$ cat src/rtl/trap_cond_unit.sv
module trap_cond_unit #(
  parameter int XLEN     = 32,
  parameter int IMM_W    = 16,
  parameter int TAG_W    = 5,
  parameter int CODE_W   = 5,
  parameter int TRAP_EXC = 13
) (
  input  logic              clk_i,
  input  logic              rst_ni,
  input  logic              vld_i,
  input  logic [2:0]        cond_i,
  input  logic              use_imm_i,
  input  logic [XLEN-1:0]   rs_i,
  input  logic [XLEN-1:0]   rt_i,
  input  logic [IMM_W-1:0]  imm_i,
  input  logic [TAG_W-1:0]  tag_i,
  output logic              trap_req_o,
  output logic [CODE_W-1:0] trap_code_o,
  output logic [TAG_W-1:0]  trap_tag_o
);

  localparam int EXT_W = XLEN - IMM_W;

  logic [XLEN-1:0] opb;
  logic            eq, lts, ltu, hit;

  assign opb = use_imm_i ? {{EXT_W{imm_i[IMM_W-1]}}, imm_i} : rt_i;
  assign eq  = (rs_i == opb);
  assign ltu = (rs_i < opb);
  assign lts = ($signed(rs_i) < $signed(opb));

  always_comb begin
    case (cond_i)
      3'd0:    hit = eq;
      3'd1:    hit = !eq;
      3'd2:    hit = !lts;
      3'd3:    hit = !ltu;
      3'd4:    hit = lts;
      3'd5:    hit = ltu;
      default: hit = 1'b0;
    endcase
  end

  always_ff @(posedge clk_i) begin
    if (!rst_ni) begin
      trap_req_o  <= 1'b0;
      trap_code_o <= '0;
      trap_tag_o  <= '0;
    end else if (vld_i && hit) begin
      trap_req_o  <= 1'b1;
      trap_code_o <= CODE_W'(TRAP_EXC);
      trap_tag_o  <= tag_i;
    end else begin
      trap_req_o  <= 1'b0;
      trap_code_o <= '0;
      trap_tag_o  <= '0;
    end
  end

endmodule


$ cat config.mk
export PLATFORM = sky130hd
export DESIGN_NAME = trap_cond_unit
export DESIGN_NICKNAME = d
export VERILOG_FILES = /design/src/rtl/trap_cond_unit.sv
export SDC_FILE = /design/constraint.sdc
export NUM_CORES = 1
export LEC_CHECK = 0
export CORE_ASPECT_RATIO = 0.5
export CORE_UTILIZATION = 36
export CTS_CLUSTER_DIAMETER = 150
export DETAILED_ROUTE_END_ITERATION = 10
export PLACE_DENSITY_LB_ADDON = 0.25
export SLEW_MARGIN = 30
export SYNTH_ARGS = -nofsm -noshare
export SYNTH_HDL_FRONTEND = slang
export SYNTH_SLANG_ARGS = --single-unit
export TNS_END_PERCENT = 20
$ cat constraint.sdc
create_clock -name clk_i -period 9.65 [get_ports clk_i]
set_clock_uncertainty 0.15 [all_clocks]
set_input_delay 1.4475 -clock clk_i [delete_from_list [all_inputs] [get_ports clk_i]]
set_output_delay 1.4475 -clock clk_i [all_outputs]
set_load 0.01 [all_outputs]
Yosys cells after proc, flatten, opt, wreduce, memory -nomap -nowiden

Cells that the tools add are included.

Order comparisons: 2
Equality and inequality tests: 6
Multiplexer cells: 4
Reduce and logical (&&, ||, !) cells: 6

Operator list:

| operator                                                         | number |
|---|---|
| 32-bit less-than comparator                                      | 2 |
| 32-bit == test                                                   | 1 |
| 32-bit two-way mux                                               | 1 |
| 3-bit by 2-bit == test with 1-bit output (second input constant) | 2 |
| 3-bit == test (second input constant)                            | 2 |
| 1-bit one-hot mux with 6 select lines                            | 1 |
| 4-bit two-way mux                                                | 1 |
| 3-bit by 1-bit == test with 1-bit output (second input constant) | 1 |
| 1-bit logical NOT                                                | 3 |
| 3-bit logical NOT                                                | 1 |
| 2-bit AND reduction                                              | 1 |
| 1-bit logical AND                                                | 1 |
| 1-bit two-way mux                                                | 1 |

Bits in registers: 11
Input port bits: 92
Output and inout port bits: 11
Word-level logic and storage cells: 21

Logic depth before layout (Yosys ltp)

Gate-level depths: netlist of run 1.

Depth in word-level cells: 6
Gate-level depth with buffers: 12
Gate-level depth less buffers: 9

Least setup slack after synthesis of run 1

Ideal clock, no wire load.

Kind: in2reg
Start: input port use_imm_i
End: register trap_tag_o[0]
Data arrival time: 4597 ps
Required time: 9425 ps
Path slack: 4828 ps
Stages on the path: 12
Cells stage by stage: clkbuf_1 and2_1 clkbuf_1 clkbuf_1 a21oi_1 ha_1 nand4_1 or4_4 or4_4 a311oi_1 o32ai_1 a31oi_1

Cells in the longest elaborated chain, start to end: 6

Ends and longest elaborated chain:

| item                                                      | RTL line   | RTL |
|---|---|---|
| start: declaration                                        | 12         | `input logic use_imm_i,` |
| 32-bit two-way mux *                                      | 27         | `assign opb = use_imm_i ? {{EXT_W{imm_i[IMM_W-1]}}, imm_i} : rt_i;` |
| 32-bit less-than comparator, or another cell as far along | 29         | `assign ltu = (rs_i < opb);` |
| 1-bit logical NOT, on equally long branches               | 37, 35, 36 |  |
| 1-bit one-hot mux with 6 select lines *                   | 33         | `case (cond_i)` |
| 1-bit logical AND *                                       | 49         | `end else if (vld_i && hit) begin` |
| 2-bit AND reduction (no source line) *                    | n/a        |  |
| end signal: assignment                                    | 52         | `trap_tag_o <= tag_i;` |
| end: declaration                                          | 19         | `output logic [TAG_W-1:0] trap_tag_o` |

Mark *: on every way between the ends. The rest lies on a longest branch, timed or not.
A chain may end at the register's enable or synchronous reset.

Final worst setup path of run 1

Start: input port use_imm_i
End: register trap_tag_o[4]

Same word-level chain as after synthesis.

==> results.md, run 1 <==
Outcome:
- The run finished with clean final reports.

STA:
- Headroom to the max-slew limit came out at 0.400.
- In the final timing run, aggregate negative setup slack is 0 ps.
- The worst path meets setup with 3800 ps of slack.
- Setup repair after global routing left no endpoint under its margin.
- Of the available clock period, the critical path in the final layout requires 0.606.
- The transition at the pin with the smallest max-transition slack is approximately 900 ps.
- The worst path needs 5850 ps of the cycle, external delays included.
- The final max-slew violation count is 0.
- The highest clock rate is 171 MHz.
- Setup violations remaining at the end of the flow were counted as 0.
- The number of hold violations in the final report was 0.

Placed design:
- The worst setup slack after placement is 3640 ps.
- The cell count after placement is 301.
- Routability-driven placement finished with a final weighted congestion of 0.760.
- The number of I/O port buffers is 100.
- After legalization and detailed placement, the total HPWL measured 3400 um.

Pwr:
- The register share of total power is 0.169.
- The combinational cell fraction of total power is 0.595.
- For this design the total switching power over the nets is 47.5 uW.
- The highest ir drop seen on vdd is 47.0 uV.
- Of the total power, the clock network draws 0.236.
- Cell internal power was estimated by the tool at 111 uW.
- Summed over all cells, the static leakage comes to 1.02 nW.
- The power per cell area is 67.4 mW/mm^2.
- Of the total power, the share spent switching nets is 0.300.

Cells and area:
- Excluding fillers, the count of instances in the completed layout stands at 304.
- The library cells used most frequently in the layout, excluding fill and tap cells, are 100 x sky130_fd_sc_hd__clkdlybuf4s50_1, 32 x sky130_fd_sc_hd__ha_1, 30 x sky130_fd_sc_hd__a21oi_1.
- From synthesis to final layout, the design area changed by 80.8%.
- The final layout contains 382 nets.
- The number of antenna diodes in the final layout is 0.
- The library cell used most frequently in the layout, excluding fill and tap cells, is sky130_fd_sc_hd__clkdlybuf4s50_1.
- In the final layout, the share of cells above drive strength 1 is 0.0313.

Floorplanning:
- The die area is around 0.0039 mm^2.
- The core outline area is 0.00321 mm^2.
- The initialized floorplan defines 14 standard-cell rows.
- The vertical extent of the die is 44.5 um.
- The die width is 87.0 um.
- The initial core utilization is 0.406.
- The top-level port count is 103.

Synth:
- The flip-flop and latch count after synthesis is 6.
- The count of unique library cells instantiated by Yosys is 34.
- The post-synthesis average cell area is 8.02 um^2.
- The register area share after synthesis is 0.0924.
- The synthesized area is around 0.0013 mm^2.
- The number of cells produced by synthesis is 162.
- The synthesis warning total is 0.

Drt:
- The total detailed-routing wirelength is 3900 um.
- Summing over every cut layer, the via total after detailed routing is 1,595.
- The routed via count divided by cell count is around 5.2.
- The number of antenna-violating nets in the routed design is 0.
- The DRC violation count after routing is 0.
- Dividing the detail-routed wire length by the instance count gives about 13 um.
- The first detailed-routing pass ran for 4 iterations.
- The number of DRC markers in iteration 0 is 35.

GRT:
- The largest net degree at the start of global routing is 18.
- The wire length of the first global-routing pass is 6470 um.
- The global route total overflow is 0.
- The total track usage is 0.208.
- The initial antenna violation count is 0.
- The number of global-route vias before repair is 1,666.

Min path:
- Along the worst hold path, the cell count comes to 3.
- The min-delay analysis places its worst path in the category input port to flip-flop.
- In this run the most critical hold path is launched from tag_i[1].
- The sink of the worst hold path is trap_tag_o[1]$_SDFF_PN0_.

Worst setup path:
- The worst setup path is of the input port to flip-flop kind.
- The cell family with the largest share of critical-path delay is buffers and inverters.
- On the worst path, the slowest cell contributes a delay of 1060 ps.
- The highest-delay cell along the critical path is sky130_fd_sc_hd__clkdlybuf4s50_1.
- The startpoint type of the worst setup path is an input port.
- Traced cell by cell, the critical path runs through clkdlybuf4s50_1 > clkinv_1 > a21oi_1 > ha_1 > nand4_2 > or4_4 > o31ai_1 > a311oi_1 > o32ai_1 > a31oi_1.
- The type of destination of the critical path is a flip-flop.
- Together, buffers and inverters on the worst path number 2.
- Of all nets on the critical path, the largest fanout is 17.
- The endpoint required time on the critical path is 9550 ps.
- At the worst endpoint, the arrival time is 5750 ps.

Clocking:
- The clock root buffer master is sky130_fd_sc_hd__clkbuf_8.
- The number of instances resized during post-cts repair is 0.
- After clock tree synthesis, the clock-pin slew on the worst setup and hold paths is 40 ps.
- CTS built an H-tree with a depth of 1.
- The CTS buffer count is 3.
- TritonCTS built the clock tree.
- Counting along the longest clock path gives a buffer depth of 2.
- Hold repair after CTS inserted 0 buffers.
- The number of setup buffers added after CTS is 0.
- For this design, the sink count on the clock tree is 6.

Run:
- The count of max-cap constraint violations is 0.
[through the flow]
| stage | instance area [um^2] | hold WS, ps | total power [mW] | util |
|---|---|---|---|---|
| after floorplan | 1300 | 1410 | 0.0711 | - |
| after global placement | 2310 | 1830 | 0.118 | 0.720 |
| after detailed placement | 2310 | 1830 | 0.121 | 0.720 |
| after CTS | 2350 | 1600 | 0.159 | 0.733 |
| after global routing | 2350 | 1640 | 0.170 | 0.733 |
| final | 2350 | 1600 | 0.158 | 0.733 |
[power by group through the flow]
| stage | combinational (mW) | clock [mW] | sequential, mW |
|---|---|---|---|
| global placement | 0.0907 | 0 | 0.0271 |
| finish | 0.0943 | 0.0375 | 0.0267 |
| global route | 0.105 | 0.0387 | 0.0269 |
| floorplan | 0.0434 | 0 | 0.0278 |
| detailed placement | 0.0937 | 0 | 0.0271 |
| CTS | 0.0944 | 0.0380 | 0.0268 |
[routing by layer]
metal	GRT usage	routed length, um	vias to the layer above
li1	-	-	816
met1	0.213	1510	692
met2	0.457	2050	79
met3	0.0280	301	8
met4	0.0367	36	0
met5	0	0	-
[synth_stat cells]
cell / number / area [um^2]
sky130_fd_sc_hd__ha_1: 32 / 400
sky130_fd_sc_hd__a21oi_1: 30 / 150
sky130_fd_sc_hd__mux2i_1: 14 / 140
sky130_fd_sc_hd__inv_1: 8 / 30.0
sky130_fd_sc_hd__nand2_1: 8 / 30.0
sky130_fd_sc_hd__a31oi_1: 7 / 43.8
sky130_fd_sc_hd__dfxtp_1: 6 / 120
sky130_fd_sc_hd__nand3_1: 6 / 30.0
sky130_fd_sc_hd__and4_1: 5 / 43.8
sky130_fd_sc_hd__buf_4: 5 / 37.5
sky130_fd_sc_hd__nand4_1: 5 / 31.3
sky130_fd_sc_hd__o21ai_0: 4 / 20.0
sky130_fd_sc_hd__a21o_1: 3 / 22.5
sky130_fd_sc_hd__clkbuf_1: 3 / 11.3
sky130_fd_sc_hd__nor2_1: 3 / 11.3
sky130_fd_sc_hd__a311oi_1: 2 / 17.5
sky130_fd_sc_hd__buf_1: 2 / 7.51
sky130_fd_sc_hd__o2111ai_1: 2 / 17.5
sky130_fd_sc_hd__or4_4: 2 / 22.5
sky130_fd_sc_hd__a211oi_1: 1 / 7.51
sky130_fd_sc_hd__a221o_1: 1 / 10.0
sky130_fd_sc_hd__and2_1: 1 / 6.26
sky130_fd_sc_hd__clkinv_1: 1 / 3.75
sky130_fd_sc_hd__conb_1: 1 / 3.75
sky130_fd_sc_hd__mux2_2: 1 / 11.3
sky130_fd_sc_hd__nand2b_1: 1 / 6.26
sky130_fd_sc_hd__nand4_2: 1 / 12.5
sky130_fd_sc_hd__nor2b_1: 1 / 6.26
sky130_fd_sc_hd__nor3_1: 1 / 5.00
sky130_fd_sc_hd__o211a_1: 1 / 10.0
sky130_fd_sc_hd__o211ai_1: 1 / 7.51
sky130_fd_sc_hd__o31ai_1: 1 / 7.51
sky130_fd_sc_hd__o32ai_1: 1 / 8.76
sky130_fd_sc_hd__or2_2: 1 / 6.26
[area by class of cell]
type / instances / area, um^2
flip-flops and latches: 6 / 120
clock buffers: 3 / 41.3
fillers: 266 / 856
well taps: 48 / 60.1
repair buffers: 100 / 1000
multi-input cells: 138 / 1090
inverters: 9 / 33.8
[worst min-delay path: cells and delay by family]
family,cells,cell delay [ps]
compound gates,1,30
buf+inv,2,440
[logic make-up after synthesis]
family	Yosys count	share of synthesized area
AOI/OAI and AO/OA	54	0.248
adders and majority gates	32	0.308
buffers and inverters	19	0.0693
DFF	6	0.0924
muxes	15	0.116
other	1	0.00288
and+or+nand+nor	35	0.163
[worst max path at each step]
stage	startpoint	depth (start not counted)	slack, ps	end
floorplan	use_imm_i	12	4830	trap_tag_o[0]$_SDFF_PN0_
global placement	use_imm_i	10	3890	trap_tag_o[0]$_SDFF_PN0_
detailed placement	use_imm_i	10	3640	trap_tag_o[4]$_SDFF_PN0_
CTS	use_imm_i	10	3850	trap_tag_o[4]$_SDFF_PN0_
global route	use_imm_i	10	3420	trap_tag_o[4]$_SDFF_PN0_
finish	use_imm_i	10	3800	trap_tag_o[4]$_SDFF_PN0_
[state kept, by name (all words and copies together) (netlist names)]
name and count:
trap_code_o 1, trap_tag_o 5
No activity file was read; power rests on OpenSTA's default activity.
==> run 2: changes to the inputs <==
--- a/config.mk
+++ b/config.mk
@@ -6,7 +6,7 @@
 export NUM_CORES = 1
 export LEC_CHECK = 0
 export CORE_ASPECT_RATIO = 0.5
-export CORE_UTILIZATION = 36
+export CORE_UTILIZATION = 30
 export CTS_CLUSTER_DIAMETER = 150
 export DETAILED_ROUTE_END_ITERATION = 10
 export PLACE_DENSITY_LB_ADDON = 0.25
==> constraint.sdc (replaced) <==
create_clock -name clk_i -period 4.8 [get_ports clk_i]
set_clock_uncertainty 0.15 [all_clocks]
set_input_delay 0.72 -clock clk_i [delete_from_list [all_inputs] [get_ports clk_i]]
set_output_delay 0.72 -clock clk_i [all_outputs]
set_load 0.01 [all_outputs]
==> run 2 against run 1 <==
  * Core utilization fell by 15 points
  * Clock-buffer cell count did not move
  * First-iteration DRC count unchanged
  * Worst hold slack lost 720 ps
  * Cell area up 0.64%
  * Setup slack lost 3300 ps
  * Final cell count grew 2.3%
  * Clock power is 96% higher
  * Global-route usage fell by 4.9 points
==> results.md, run 2 (same netlist as run 1, synthesis figures left out) <==
Floorplanning:
- The cell row count is 16 (+2).
- The vertical extent of the die is 48.5 um (+9.1%).
- The core outline area is 0.00402 mm^2 (+26%).
- The die width is 95.1 um (+9.3%).
- The die area was 0.00462 mm^2 (+19%).
- The initial core utilization is 0.323 (-0.0825).
- The top-level port count came to 103 (unchanged).

Worst setup path:
- The arrival time of data at the critical path endpoint is 4280 ps (-1470 ps).
- The startpoint type of the worst setup path is an input port.
- The critical path starts at use_imm_i.
- Traced cell by cell, the critical path runs through clkdlybuf4s50_1 > and2_1 > a21oi_1 > ha_1 > nand4_2 > or4_4 > or4_4 > a31oi_1 > o2111ai_1 > a31oi_1.
- The largest stage delay on the critical path is 580 ps (-480 ps).
- The worst setup path is captured at a flip-flop.
- The critical path in this run is classified as input port to flip-flop.
- The maximum fanout along the worst path is 17 (unchanged).
- The highest-delay cell along the critical path is sky130_fd_sc_hd__or4_4.
- The endpoint required time on the critical path was 4780 ps (-4770 ps).

Pwr:
- The highest ir drop seen on vdd is 91.3 uV (+94%).
- The power spent charging and discharging nets is 92.5 uW (+95%).
- The power per cell area is 133 mW/mm^2 (+98%).
- The static leakage power was 1.03 nW (+0.47%).
- The combinational cell fraction of total power was 0.596 (about the same).
- The total internal power was 223 uW (+100%).
- The part of the total power dissipated in the clock network is 0.233 (-0.003).
- The register share of total power came to 0.170 (about the same).
- The switching portion of total power was 0.293 (-0.00672).

Clocking:
- The number of instances resized during post-cts repair is 0 (unchanged).
- The clock-pin slew of the registers on the worst-case setup and hold paths is 40 ps (about the same).
- TritonCTS built the clock tree.
- The CTS buffer count is 3 (unchanged).
- The number of buffers added to fix hold violations after cts is 0 (unchanged).
- The number of buffers inserted by post-CTS setup repair was 0 (unchanged).
- The H-tree level count is 1 (unchanged).
- The clock root buffer master is sky130_fd_sc_hd__clkbuf_8.
- The TritonCTS sink count is 6 (unchanged).
- The largest buffer count on any clock path was 2 (unchanged).

STA:
- The number of hold violations in the final report is 0 (unchanged).
- Setup repair after global routing left no endpoint under its margin.
- The transition at the pin with the smallest max-transition slack came to 646 ps (-252 ps).
- For this run, the top clock speed supported by timing is 233 MHz.
- The worst relative slew slack is 0.568 (+0.168).
- The final max-slew violation count is 0 (unchanged).
- Counting I/O delays and the setup requirement, the final critical path takes 4300 ps.
- The total negative setup slack was 0 ps (unchanged).
- The total of endpoints with negative setup slack in the final report is 0 (unchanged).
- Dividing the final minimum period by the clock period gives 0.895.

GRT:
- The total track usage is 0.158 (-0.0494).
- The met2 track demand over resource in global routing was 0.318 (-0.139).
- The wire length of the first global-routing pass is 6010 um (-7.1%).
- The met3 capacity usage during global routing is 0.00943 (-0.0186).
- The peak-usage layer in the global routing report is met2.
- The global route total overflow is 0 (unchanged).
- The initial antenna violation count was 0 (unchanged).
- The number of global-route vias before repair is 1,510 (-9.4%).
- The largest net degree at the start of global routing is 18 (unchanged).
- The global-route track usage on met1 is 0.184 (-0.0295).

Drt:
- The mean routed wirelength per cell is 11.9 um (-7.0%).
- The number of antenna-violating nets in the routed design is 0 (unchanged).
- The number of detailed-routing iterations run before antenna repair is 4 (unchanged).
- The number of DRC markers in iteration 0 is 35 (unchanged).
- The DRC violation count after routing is 0 (unchanged).
- The routed via count divided by cell count is 5.04 (-3.9%).
- The total detailed-routing wirelength is 3710 um (-4.8%).
- The vias after detailed routing came to 1,568 (-1.7%).

Cells and area:
- In the final layout, the registers with the most flip-flops are trap_tag_o: 5 flops, trap_code_o: 1 flops.
- From synthesis to final layout, the design area changed by 81.9%.
- The most common cell after layout, fill and taps aside is sky130_fd_sc_hd__clkdlybuf4s50_1.
- The fraction of final layout cells with drive strength greater than 1 was 0.0350 (+0.00377).
- The number of non-filler instances in the completed layout came to 311 (+2.3%).
- The final antenna diode count is 0 (unchanged).
- The net count reported at finish was 383 (+0.26%).
- The top cell types in the final layout, fill and taps aside, are 100 x sky130_fd_sc_hd__clkdlybuf4s50_1, 32 x sky130_fd_sc_hd__ha_1, 30 x sky130_fd_sc_hd__a21oi_1.
- The register containing the most flip-flops in the final layout is trap_tag_o.
- The number of flip-flops under the largest register name is 5 (unchanged).

Placed design:
- The number of I/O port buffers came to 100 (unchanged).
- The estimated wirelength of the detail-placed design is 3380 um (-0.56%).
- The cell count after placement is 308 (+2.3%).
- The last weighted congestion value of the routability-driven placer was 0.743 (-2.3%).

Run:
- The count of max-cap constraint violations was 0 (unchanged).

Min path:
- The startpoint identified for the worst hold timing path is tag_i[2].
- The kind of path behind the tightest hold check is input port to flip-flop.

Outcome:
- The run finished with clean final reports.
[run 2: metrics by stage]
step                instance area, um^2  setup WS (ps)  hold WS, ps  total power [mW]   util
floorplan                          1300            705          679             0.143      -
global placement                   2320            420         1110             0.238  0.577
detailed placement                 2320            291         1110             0.243  0.577
CTS                                2360            512          881             0.317  0.588
global route                       2360            224          886             0.340  0.588
finish                             2360            502          877             0.315  0.588
[run 2: power by group through the flow]
stage | Sequential (mW) | Combinational, mW | Clock, mW
after global placement | 0.0545 | 0.184 | 0
after detailed placement | 0.0546 | 0.188 | 0
final | 0.0538 | 0.188 | 0.0736
after floorplan | 0.0558 | 0.0872 | 0
after CTS | 0.0538 | 0.190 | 0.0740
after global routing | 0.0541 | 0.209 | 0.0769
[run 2: per-layer routing]
layer / up-vias / part of all wire
li1: 812 / -
met1: 710 / 0.42
met3: 2 / 0.044
met2: 44 / 0.54
met5: - / 0
met4: 0 / 0.0038
[run 2: area by class of cell]
type / count / area (um^2)
flip-flops and latches: 6 / 120
well taps: 54 / 67.6
repair buffers: 101 / 1010
inverters: 9 / 33.8
multi-input cells: 138 / 1090
fillers: 371 / 1660
clock buffers: 3 / 41.3
[run 2: worst max-delay path: cells and delay by family]
family	cells	cell delay (ps)
buffers and inverters	1	570
adder cells (fa/ha/maj)	1	370
AND/OR/NAND/NOR	4	1810
AO/OA/AOI/OAI	4	820
[run 2: worst paths after layout]
path,endpoint,slack (ps),cells past startpoint
hold / removal,trap_tag_o[2]$_SDFF_PN0_,880,3
setup / recovery,trap_tag_o[0]$_SDFF_PN0_,500,10
==> run 3: changes to the inputs <==
--- a/config.mk
+++ b/config.mk
@@ -5,11 +5,13 @@
 export SDC_FILE = /design/constraint.sdc
 export NUM_CORES = 1
 export LEC_CHECK = 0
+export CAP_MARGIN = 0
 export CORE_ASPECT_RATIO = 0.5
 export CORE_UTILIZATION = 30
 export CTS_CLUSTER_DIAMETER = 150
 export DETAILED_ROUTE_END_ITERATION = 10
 export PLACE_DENSITY_LB_ADDON = 0.25
+export SKIP_LAST_GASP = 1
 export SLEW_MARGIN = 30
 export SYNTH_ARGS = -nofsm -noshare
 export SYNTH_HDL_FRONTEND = slang
==> results of run 3 <==
No change in the layout: final DEF, timing and power equal those of run 2.
